## src/rtl/dec_pkg.sv

```systemverilog
package dec_pkg;

    typedef enum logic [1:0] {
        CMP_IDLE  = 2'd0,
        CMP_PEND  = 2'd1,
        CMP_ARMED = 2'd2
    } cmp_state_t;

    localparam int unsigned CMP_COUNT = 2;
    localparam int unsigned CMP_LEAD  = 0;
    localparam int unsigned CMP_TRAIL = 1;

endpackage

```

## src/rtl/dec_comparator.sv

```systemverilog
module dec_comparator
    import dec_pkg::*;
#(
    parameter int unsigned CNT_W = 24
) (
    input  logic             clk,
    input  logic             rst_n,
    input  logic             mode_en,
    input  logic             out_disable,
    input  logic             wr_en,
    input  logic [CNT_W-1:0] wr_data,
    input  logic [CNT_W-1:0] count_bus,
    output logic             hit_q
);

    cmp_state_t       state_q, state_d;
    logic [CNT_W-1:0] stage_q;
    logic [CNT_W-1:0] live_q;
    logic             load_now;
    logic             match_now;

    assign load_now  = mode_en && (state_q == CMP_PEND) && !wr_en && !out_disable;
    assign match_now = mode_en && (state_q == CMP_ARMED) && !wr_en && (count_bus == live_q);

    always_comb begin
        state_d = state_q;
        unique case (state_q)
            CMP_IDLE: begin
                if (wr_en) state_d = CMP_PEND;
            end
            CMP_PEND: begin
                if (wr_en)             state_d = CMP_PEND;
                else if (!out_disable) state_d = CMP_ARMED;
            end
            CMP_ARMED: begin
                if (wr_en)                    state_d = CMP_PEND;
                else if (count_bus == live_q) state_d = CMP_IDLE;
            end
            default: state_d = CMP_IDLE;
        endcase
        if (!mode_en) state_d = CMP_IDLE;
    end

    always_ff @(posedge clk or negedge rst_n) begin
        if (!rst_n) state_q <= CMP_IDLE;
        else        state_q <= state_d;
    end

    always_ff @(posedge clk or negedge rst_n) begin
        if (!rst_n) begin
            stage_q <= '0;
            live_q  <= '0;
            hit_q   <= 1'b0;
        end else begin
            if (wr_en && mode_en) stage_q <= wr_data;
            if (load_now)         live_q  <= stage_q;
            hit_q <= match_now;
        end
    end

    assert_hold_while_disabled_R2: assert property (@(posedge clk) disable iff (!rst_n)
        (state_q == CMP_PEND && out_disable && mode_en) |=> (state_q == CMP_PEND));

    assert_one_shot_R5: assert property (@(posedge clk) disable iff (!rst_n)
        (state_q == CMP_ARMED && mode_en && !wr_en && count_bus == live_q)
            |=> (hit_q && state_q != CMP_ARMED));

    assert_no_hit_unarmed_R5: assert property (@(posedge clk) disable iff (!rst_n)
        (state_q != CMP_ARMED) |=> !hit_q);

    assert_mode_exit_R10: assert property (@(posedge clk) disable iff (!rst_n)
        !mode_en |=> (state_q == CMP_IDLE && !hit_q));

endmodule

```

## src/rtl/dec_output.sv

```systemverilog
module dec_output (
    input  logic clk,
    input  logic rst_n,
    input  logic hit_lead,
    input  logic hit_trail,
    input  logic edge_pol,
    input  logic flag_on_both,
    input  logic flag_clear,
    output logic pulse_out,
    output logic event_flag
);

    logic flag_set;

    assign flag_set = hit_trail || (flag_on_both && hit_lead);

    always_ff @(posedge clk or negedge rst_n) begin
        if (!rst_n) begin
            pulse_out  <= 1'b0;
            event_flag <= 1'b0;
        end else begin
            if (hit_trail)     pulse_out <= ~edge_pol;
            else if (hit_lead) pulse_out <= edge_pol;
            if (flag_set)        event_flag <= 1'b1;
            else if (flag_clear) event_flag <= 1'b0;
        end
    end

    assert_lead_level_R3: assert property (@(posedge clk) disable iff (!rst_n)
        (hit_lead && !hit_trail) |=> (pulse_out == $past(edge_pol)));

    assert_trail_wins_R8: assert property (@(posedge clk) disable iff (!rst_n)
        hit_trail |=> (pulse_out == !$past(edge_pol)));

    assert_trail_flags_R9: assert property (@(posedge clk) disable iff (!rst_n)
        hit_trail |=> event_flag);

    assert_lead_quiet_R6: assert property (@(posedge clk) disable iff (!rst_n)
        (!event_flag && hit_lead && !hit_trail && !flag_on_both) |=> !event_flag);

    assert_hold_idle_R10: assert property (@(posedge clk) disable iff (!rst_n)
        (!hit_lead && !hit_trail) |=> $stable(pulse_out));

endmodule

```

## src/rtl/dual_edge_compare.sv

```systemverilog
module dual_edge_compare
    import dec_pkg::*;
#(
    parameter int unsigned CNT_W = 24
) (
    input  logic             clk,
    input  logic             rst_n,
    input  logic             mode_en,
    input  logic [CNT_W-1:0] count_bus,
    input  logic             stage_a_we,
    input  logic [CNT_W-1:0] stage_a_data,
    input  logic             stage_b_we,
    input  logic [CNT_W-1:0] stage_b_data,
    input  logic             out_disable,
    input  logic             edge_pol,
    input  logic             flag_on_both,
    input  logic             flag_clear,
    output logic             pulse_out,
    output logic             event_flag
);

    logic             wr_vec   [CMP_COUNT];
    logic [CNT_W-1:0] data_vec [CMP_COUNT];
    logic             hit_vec  [CMP_COUNT];

    assign wr_vec[CMP_LEAD]    = stage_a_we;
    assign wr_vec[CMP_TRAIL]   = stage_b_we;
    assign data_vec[CMP_LEAD]  = stage_a_data;
    assign data_vec[CMP_TRAIL] = stage_b_data;

    for (genvar gi = 0; gi < CMP_COUNT; gi++) begin : g_cmp
        dec_comparator #(
            .CNT_W(CNT_W)
        ) u_cmp (
            .clk        (clk),
            .rst_n      (rst_n),
            .mode_en    (mode_en),
            .out_disable(out_disable),
            .wr_en      (wr_vec[gi]),
            .wr_data    (data_vec[gi]),
            .count_bus  (count_bus),
            .hit_q      (hit_vec[gi])
        );
    end

    dec_output u_out (
        .clk         (clk),
        .rst_n       (rst_n),
        .hit_lead    (hit_vec[CMP_LEAD]),
        .hit_trail   (hit_vec[CMP_TRAIL]),
        .edge_pol    (edge_pol),
        .flag_on_both(flag_on_both),
        .flag_clear  (flag_clear),
        .pulse_out   (pulse_out),
        .event_flag  (event_flag)
    );

endmodule

```

## config.mk

```make
export PLATFORM = sky130hd
export DESIGN_NAME = dual_edge_compare
export DESIGN_NICKNAME = d
export VERILOG_FILES = /design/src/rtl/dec_pkg.sv /design/src/rtl/dec_comparator.sv /design/src/rtl/dec_output.sv /design/src/rtl/dual_edge_compare.sv
export SDC_FILE = /design/constraint.sdc
export NUM_CORES = 1
export LEC_CHECK = 0
export BUFFER_PORTS_ARGS = -buffer_cell sky130_fd_sc_hd__buf_2
export CORE_ASPECT_RATIO = 0.6
export CORE_UTILIZATION = 55
export DETAILED_ROUTE_END_ITERATION = 12
export GPL_ROUTABILITY_DRIVEN = 1
export PLACE_DENSITY = 0.76
export SYNTH_ARGS = -nofsm -noshare
export SYNTH_HDL_FRONTEND = slang
export SYNTH_SLANG_ARGS = --single-unit
```

## constraint.sdc

```tcl
create_clock -name clk -period 1.9 [get_ports clk]
set_input_delay 0.38 -clock clk [delete_from_list [all_inputs] [get_ports clk]]
set_output_delay 0.38 -clock clk [all_outputs]
set_load 0.05 [all_outputs]
```

==> flow_results.org, run 1 <==
** Clocking
- CTS Root Cell :: sky130_fd_sc_hd__clkbuf_16
- Clock-pin slew was measured on the worst setup and hold paths at 0.06 ns.
- After clock tree synthesis, the flow added hold-fix buffers numbering 0.
- The clock tree synthesis step divided the H-tree into 3 levels.
- TritonCTS built the clock tree.
- The clock passes through at most 2 buffers.
- Post-CTS repair timing setup buffer count :: 0
- Latest clock arrival within the worst-skew pair :: 0.34 ns
- Number of sinks on the clock net :: 104
- Gates resized during post-CTS repair numbered 0.
- Buffers inserted during clock tree synthesis total 9.

** Logic synthesis
- Area fraction of the dominant cell type after synthesis :: 59.0%
- Sequential cells were found to cover 59.0% of the synthesized design area.
- Summed over all instances, the cell type with the most area after synthesis is sky130_fd_sc_hd__dfrtp_1.
- Dominant synthesized flop cell :: sky130_fd_sc_hd__dfrtp_1
- Synthesis instantiated 24 different standard cells from the library.
- Synth async-reset ratio :: 100%
- The number of nets handed over by synthesis was 382.
- Number of warnings reported in the yosys synthesis log :: 0
- Area of the mapped netlist :: 4410 um^2
- By count the netlist is led by 104 x sky130_fd_sc_hd__dfrtp_1, 95 x sky130_fd_sc_hd__mux2_2, 32 x sky130_fd_sc_hd__xnor2_1.
- Average footprint of a synthesized cell :: 14.7 um^2
- Library cell with the highest instance count after synthesis :: sky130_fd_sc_hd__dfrtp_1
- In the synthesized netlist, the number of instances is 301.
- Top area cells in the synthesized netlist :: sky130_fd_sc_hd__dfrtp_1 59%, sky130_fd_sc_hd__mux2_2 24%, sky130_fd_sc_hd__xnor2_1 6.3%
- Flops & latches, synth :: 104
- Counting flops with a built-in enable in the synthesized netlist gives 0.

** Place
- Input and output buffers added on the ports amount to 82.
- Gpl congestion :: 0.859
- Detailed placement ended at an HPWL of 6120 um.
- Cell count after placement :: 486

** Die
- In this run the horizontal extent of the chip is 118 um.
- The total area inside the core boundary comes to 7510 um^2.
- Die outline area :: 8400 um^2
- In this run the count of I/O pins placed on the die edge is 83.
- The initialized floorplan defines 24 standard-cell rows.
- The die is 71.4 um tall.
- For this configuration, the core starts out at a cell density of 58.8%.

** Timing
- Final hold violation count :: 0
- Period minus WS final :: 1.74 ns
- The worst path uses 91.8% of the clock period.
- Worst rel slew slack :: 62.6%
- Max Clock Skew :: 0.00560 ns
- Worst Tran Pin Value :: 0.556 ns
- Setup violations remaining at the end of the flow were counted as 0.
- Top achievable clock speed :: 0.573 GHz
- The final-report max-slew violation count came to 0.
- RSZ-0062 raised after global routing :: false
- Setup TNS Final :: 0 ns

** Route
- After detailed routing, the number of vias per cell comes to 5.22.
- Summing over every cut layer, the via total after detailed routing is 2,621.
- Aggregate routed wire length :: 8220 um
- The first detailed-routing pass ran for 4 iterations.
- Once detail routing completed, the nets flagged for antenna violations numbered 0.
- Avg WL per Cell :: 16.4 um
- DR DRC count :: 0
- Iteration-0 DRC count of the detailed router :: 97

** Final layout
- Fraction of layout cells with a size suffix above 1 :: 50.5%
- After filler insertion, the fill cell instance count of the layout stands at 549.
- Compared with the post-synthesis result, the final layout area differs by 19.8%.
- Post-route non-filler standard cell count :: 502
- At the end of the flow the core is filled with cells to 70.5%.
- For this run, the post-layout net count is 474.
- ANT cells :: 0

** Pwr
- Register share of total power :: 51.6%
- In this run, the combinational gates consume 18.3% of the power.
- Net switching is 25.1% of the power.
- PwrDens :: 1110 nW/um^2
- Leakage :: 2.40 nW
- The design draws 5.88 mW.
- Cell-internal power :: 4.40 mW
- Clock network fraction of total power :: 30.1%
- Worst supply voltage drop on vdd :: 0.844 mV
- Psw :: 1.47 mW

** Critical path
- On the worst path, the slowest cell contributes a delay of 0.53 ns.
- At the worst endpoint, the required time is 2.13 ns.
- Worst Setup Path Type :: register to register
- The number of cells on the worst reg-to-reg path is 5.
- Among all stages on the critical path, the largest delay is contributed by sky130_fd_sc_hd__nor4_1.
- The most critical setup path has its startpoint at g_cmp[1].u_cmp.live_q[18]$_DFFE_PN0P_.
- Data arrives at the worst endpoint at 1.97 ns.
- Following the worst setup path forward leads to its endpoint at g_cmp[1].u_cmp.state_q[1]$_DFFE_PN0P_.
- Startpoint of the worst-slack reg-to-reg timing path :: g_cmp[1].u_cmp.live_q[18]$_DFFE_PN0P_
- Reg2Reg Capture Point :: g_cmp[1].u_cmp.state_q[1]$_DFFE_PN0P_
- STA classifies the critical path startpoint as a register.
- Of all nets on the critical path, the largest fanout is 2.
- The signal on the critical path passes through xor2_1 -> nor4_1 -> buf_4 -> nand3_1 -> a41o_1.
- Setup slack on the worst flop-to-flop path :: 0.16 ns
- The worst setup path is captured at a register.

** GRT
- Entering global routing, the biggest net connects 105 pins.
- Summed over all layers, the global routing overflow is 0.
- Vias in the first global route :: 2,726
- Met2 routing resource usage after global routing :: 33.3%
- For this run, global-route usage on met3 was measured as 8.44%.
- The first global-routing pass estimated 13,700 um of wire.
- Global routing used 22.2% of the available tracks.
- After global routing, the most crowded layer is met2.
- The number of antenna violations at the first check in global routing came to 0.
- GR Layer Usage met1 :: 30.8%

** Run
- Maximum Capacitance Violations :: 0

** Min path
- Hold WC Path Type :: primary input to asynchronous set/reset pin

** Status
- The flow ran to the end, and the final reports show no timing, DRC or antenna violations.
-- cell usage in the layout, fill, tap and decap left out, types with 2 or more instances in the layout --
cell,count
sky130_fd_sc_hd__a21oi_1,4
sky130_fd_sc_hd__buf_12,3
sky130_fd_sc_hd__buf_2,81
sky130_fd_sc_hd__buf_4,5
sky130_fd_sc_hd__clkbuf_16,9
sky130_fd_sc_hd__clkinv_2,3
sky130_fd_sc_hd__clkinvlp_4,2
sky130_fd_sc_hd__dfrtp_1,104
sky130_fd_sc_hd__inv_1,2
sky130_fd_sc_hd__mux2_2,95
sky130_fd_sc_hd__nand2_1,7
sky130_fd_sc_hd__nand3_1,4
sky130_fd_sc_hd__nand4_1,8
sky130_fd_sc_hd__nor2_1,5
sky130_fd_sc_hd__nor2b_1,2
sky130_fd_sc_hd__nor4_1,6
sky130_fd_sc_hd__xnor2_1,32
sky130_fd_sc_hd__xor2_1,16
-- final cells by class --
class	count	area (um^2)	area share, %
repair buffers	89	503	9.51
clock buffers	10	229	4.33
clock inverters	6	60.1	1.14
inverters	2	7.51	0.142
multi-input cells	187	1760	33.2
flip-flops and latches	104	2600	49.2
well taps	104	130	2.46
-- state kept, by name, indices dropped and copies added, names as in the netlist --
register and cells:
g_cmp.u_cmp.hit_q 2, g_cmp.u_cmp.state_q 4, g_cmp.u_cmp.stage_q 48, g_cmp.u_cmp.live_q 48, u_out.event_flag 1, u_out.pulse_out 1
-- per-stage QoR --
stage | setup slack, ns | hold slack, ns | instance area (um^2)
after CTS | 0.166 | 0.114 | 5290
after floorplan | 0.278 | 0.0844 | 4410
after global placement | 0.0763 | 0.457 | 5000
after detailed placement | 0.0523 | 0.456 | 5000
final | 0.156 | 0.0945 | 5290
after global routing | 0.0376 | 0.141 | 5290
-- power groups by stage --
| stage | Clock, mW | Combinational (mW) | Sequential, mW |
|---|---|---|---|
| final | 1.77 | 1.08 | 3.03 |
| after floorplan | 0 | 0.792 | 2.97 |
| after CTS | 1.83 | 1.09 | 3.04 |
| after global routing | 1.91 | 1.19 | 3.09 |
| after detailed placement | 0 | 1.08 | 3.08 |
| after global placement | 0 | 1.03 | 3.06 |
-- worst max-delay path, delay by kind of cell (launching register included) --
family / cells / cell delay [ns]
AND/OR/NAND/NOR: 2 / 0.63
AO/OA/AOI/OAI: 1 / 0.27
XOR/XNOR: 1 / 0.14
buffers and inverters: 1 / 0.20
flip-flops: 1 / 0.40
-- worst min-delay path by stage --
stage	from	to
6_report	rst_n	g_cmp[1].u_cmp.stage_q[7]$_DFFE_PN0P_
5_1_grt	rst_n	g_cmp[1].u_cmp.stage_q[22]$_DFFE_PN0P_
4_1_cts	rst_n	g_cmp[0].u_cmp.live_q[22]$_DFFE_PN0P_
3_5_place_dp	g_cmp[1].u_cmp.hit_q$_DFF_PN0_	u_out.pulse_out$_DFFE_PN0P_
3_3_place_gp	g_cmp[1].u_cmp.hit_q$_DFF_PN0_	u_out.pulse_out$_DFFE_PN0P_
2_1_floorplan	rst_n	g_cmp[0].u_cmp.hit_q$_DFF_PN0_
-- per-layer routing --
layer	part of all wire (%)	up-vias	wire [um]
li1	-	1239	-
met1	48	1311	3970
met2	45	65	3700
met3	5.9	6	488
met4	0.79	0	65
met5	0	-	0
-- logic make-up (layout without fill, tap and decap cells) --
kind of cell           Yosys count  after routing  synth area share [%]
AND/OR/NAND/NOR                 35             35                  4.62
multiplexers                    96             96                  24.5
buffers and inverters           10            107                  1.25
AO/OA/AOI/OAI                    8              8                  1.16
flip-flops                     104            104                  59.0
XOR/XNOR                        48             48                  9.52
No activity file was read; power rests on OpenSTA's default activity.
==> run 2, diff against run 1 <==
Settings changed: ABC_CLOCK_PERIOD_IN_PS set to 1900, CTS_BUF_LIST set to sky130_fd_sc_hd__clkbuf_8, CTS_CLUSTER_DIAMETER set to 80.
==> run 2 against run 1 <==
Against the previous run:
- cell area down 1.9%
- first-iteration DRC count up 1.0%
- final cell count up 0.20%
- critical endpoint unchanged
- utilization down 1.3 points
==> flow_results.org, run 2 (same netlist as run 1, synthesis figures left out) <==
** Pwr
- The cell area power density was 1040 nW/um^2 (-6.4%).
- The total leakage power came to 2.35 nW (-1.8%).
- Post-route total power :: 5.40 mW (-8.1%)
- The maximum vdd drop came to 0.730 mV (-13%).

** Die
- Core Box Area :: 7510 um^2 (unchanged)
- Die width :: 118 um (unchanged)
- The number of rows created at floorplan is 24 (unchanged).
- Starting density of the core :: 58.8% (unchanged)
- The I/O pin count is 83 (unchanged).
- The area of the die came to 8400 um^2 (unchanged).
- The die span in y is 71.4 um (unchanged).

** Route
- DRT antenna net count :: 0 (unchanged)
- Post-DR vias/cell :: 5.17 (-0.96%)
- Pre-antenna DRT Iters :: 4 (unchanged)
- DR DRC count :: 0 (unchanged)
- Avg WL per Cell :: 16.1 um (-1.4%)
- Iteration-0 DRC count of the detailed router :: 98 (+1.0%)
- Vias after detailed routing :: 2,601 (-0.76%)
- Aggregate routed wire length :: 8120 um (-1.3%)

** Critical path
- Worst Setup Path Type :: register to register
- Startpoint of the worst-slack reg-to-reg timing path :: g_cmp[1].u_cmp.live_q[18]$_DFFE_PN0P_
- STA classifies the critical path endpoint as a register.
- The worst path required time came to 2.16 ns (+0.03 ns).
- The arrival time at the worst endpoint came to 2.00 ns (+0.03 ns).
- The flop-to-flop setup slack is 0.17 ns (about the same).
- STA classifies the critical path startpoint as a register.
- The worst-case reg-to-reg path depth was 5 (unchanged).
- The highest fanout seen on the critical path was 2 (unchanged).
- Following the worst setup path forward leads to its endpoint at g_cmp[1].u_cmp.state_q[1]$_DFFE_PN0P_.
- Reg2Reg Capture Point :: g_cmp[1].u_cmp.state_q[1]$_DFFE_PN0P_
- Setup crit start :: g_cmp[1].u_cmp.live_q[18]$_DFFE_PN0P_

** Timing
- The transition time of the tightest slew-check pin came to 0.543 ns (-0.0132 ns).
- The final-report max-slew violation count came to 0 (unchanged).
- The worst slew margin relative to its limit came to 63.4% (+0.89 points).
- Setup TNS Final :: 0 ns (unchanged)
- The share of the clock period used by the worst path came to 91.2% (-0.59 points).
- WHS :: 0.0525 ns (-0.0420 ns)
- The final count of hold timing violations came to 0 (unchanged).
- The peak clock frequency supported by timing came to 0.577 GHz (+0.65%).
- Setup repair after global routing left no endpoint under its margin.
- The post-layout worst setup margin is 0.167 ns (+0.0112 ns).
- Max Clock Skew :: 0.0118 ns (+0.00623 ns)
- Period minus WS final :: 1.73 ns (-0.0112 ns)
- Total setup violations reported at the end of the flow :: 0 (unchanged)

** Final layout
- Final #Nets :: 474 (unchanged)
- The sequential cell area in the final layout was 2600 um^2 (unchanged).
- The area used by multi-input combinational logic came to 1760 um^2 (unchanged).
- The library cells used most frequently in the layout, excluding fill and tap cells, are 104 x sky130_fd_sc_hd__dfrtp_1, 95 x sky130_fd_sc_hd__mux2_2, 81 x sky130_fd_sc_hd__buf_2.
- Fraction of layout cells with a size suffix above 1 :: 50.5% (unchanged)
- The layout filler cell count was 564 (+2.7%).
- From synthesis to final layout, the design area changed by 17.6%.
- The library cell used most frequently in the layout, excluding fill and tap cells, is sky130_fd_sc_hd__dfrtp_1.
- Leading registers by flop count :: g_cmp.u_cmp.live_q x48, g_cmp.u_cmp.stage_q x48, g_cmp.u_cmp.state_q x4

** Place
- The placed wire-length estimate came to 6120 um (unchanged).
- Gpl congestion :: 0.859 (unchanged)
- Buffers added on ports :: 82 (unchanged)
- Worst slack after detailed placement :: 0.0523 ns (unchanged)

** Run
- Maximum Capacitance Violations :: 0 (unchanged)

** Clocking
- The CTS buffer count was 9 (unchanged).
- # resized after CTS :: 0 (unchanged)
- The number of post-CTS setup repair buffers came to 0 (unchanged).
- CTS Root Cell :: sky130_fd_sc_hd__clkbuf_8
- Clock tree from TritonCTS :: built
- The number of sinks handled by clock tree synthesis came to 104 (unchanged).
- The clock network latency to the later pin of the worst-skew pair was 0.38 ns (+0.04 ns).
- H-tree levels :: 3 (unchanged)
- Maximum buffer depth of the clock tree :: 2 (unchanged)
- The clock transition at the registers of the reported paths was 0.08 ns (+0.02 ns).
- Hold-fix buffers at CTS :: 0 (unchanged)

** GRT
- Vias in the first global route :: 2,721 (-0.18%)
- Total gr overflow :: 0 (unchanged)
- The largest net degree at the start of global routing was 105 (unchanged).
- The number of antenna violations at the first check in global routing is 0 (unchanged).
- Total routing resource utilization after global routing :: 22.0% (-0.19 points)
- The global-route wire length before repair came to 13,600 um (-0.65%).

** Status
- The flow ran to the end, and the final reports show no timing, DRC or antenna violations.

** Min path
- Hold WC Path Type :: primary input to asynchronous set/reset pin
## run 2: cell types whose count changed in the layout (fill, tap and decap cells not counted)
cell	delta
sky130_fd_sc_hd__clkbuf_16	-9
sky130_fd_sc_hd__clkbuf_8	+9
sky130_fd_sc_hd__clkbuf_1	-1
sky130_fd_sc_hd__diode_2	+1
sky130_fd_sc_hd__inv_1	+1
## run 2: worst min path at each step
stage,from,end,cells past startpoint
after global placement,g_cmp[1].u_cmp.hit_q$_DFF_PN0_,u_out.pulse_out$_DFFE_PN0P_,1
after global routing,rst_n,g_cmp[1].u_cmp.stage_q[22]$_DFFE_PN0P_,2
after CTS,rst_n,g_cmp[0].u_cmp.live_q[22]$_DFFE_PN0P_,2
after detailed placement,g_cmp[1].u_cmp.hit_q$_DFF_PN0_,u_out.pulse_out$_DFFE_PN0P_,1
after floorplan,rst_n,g_cmp[0].u_cmp.hit_q$_DFF_PN0_,0
final,rst_n,g_cmp[1].u_cmp.stage_q[7]$_DFFE_PN0P_,2
## run 2: power breakdown
part,internal (mW),total (mW),switching (mW)
clock network,0.596,1.31,0.711
logic,0.679,1.07,0.390
registers,2.70,3.02,0.319
total,3.98,5.40,1.42
## run 2: stage by stage
| step | util [%] | cells | cell area [um^2] |
|---|---|---|---|
| finish | 69.1 | 503 | 5190 |
| global placement | 66.6 | 486 | 5000 |
| detailed placement | 66.6 | 486 | 5000 |
| CTS | 69.1 | 502 | 5190 |
| floorplan | - | 301 | 4410 |
| global route | 69.1 | 502 | 5190 |
## run 2: cell type report
class                   count  share of cell area (%)
well taps                 104                    2.51
multi-input cells         187                    33.8
clock buffers               9                    2.39
clock inverters             7                    1.23
flip-flops and latches    104                    50.1
inverters                   2                   0.145
repair buffers             89                    9.69
diodes                      1                  0.0482
## run 2: critical path, stage by stage (launching register included)
cell and delay, ns:
sky130_fd_sc_hd__dfrtp_1 0.41, sky130_fd_sc_hd__xor2_1 0.14, sky130_fd_sc_hd__nor4_1 0.52, sky130_fd_sc_hd__buf_4 0.20, sky130_fd_sc_hd__nand3_1 0.10, sky130_fd_sc_hd__a41o_1 0.27
## run 2: metal layers
metal	part of all wire [%]	track usage, %	vias up
met1	48	30.5	1290
met4	1.0	5.98	0
met5	0	0	-
li1	-	-	1238
met2	45	32.7	64
met3	6.3	8.44	9
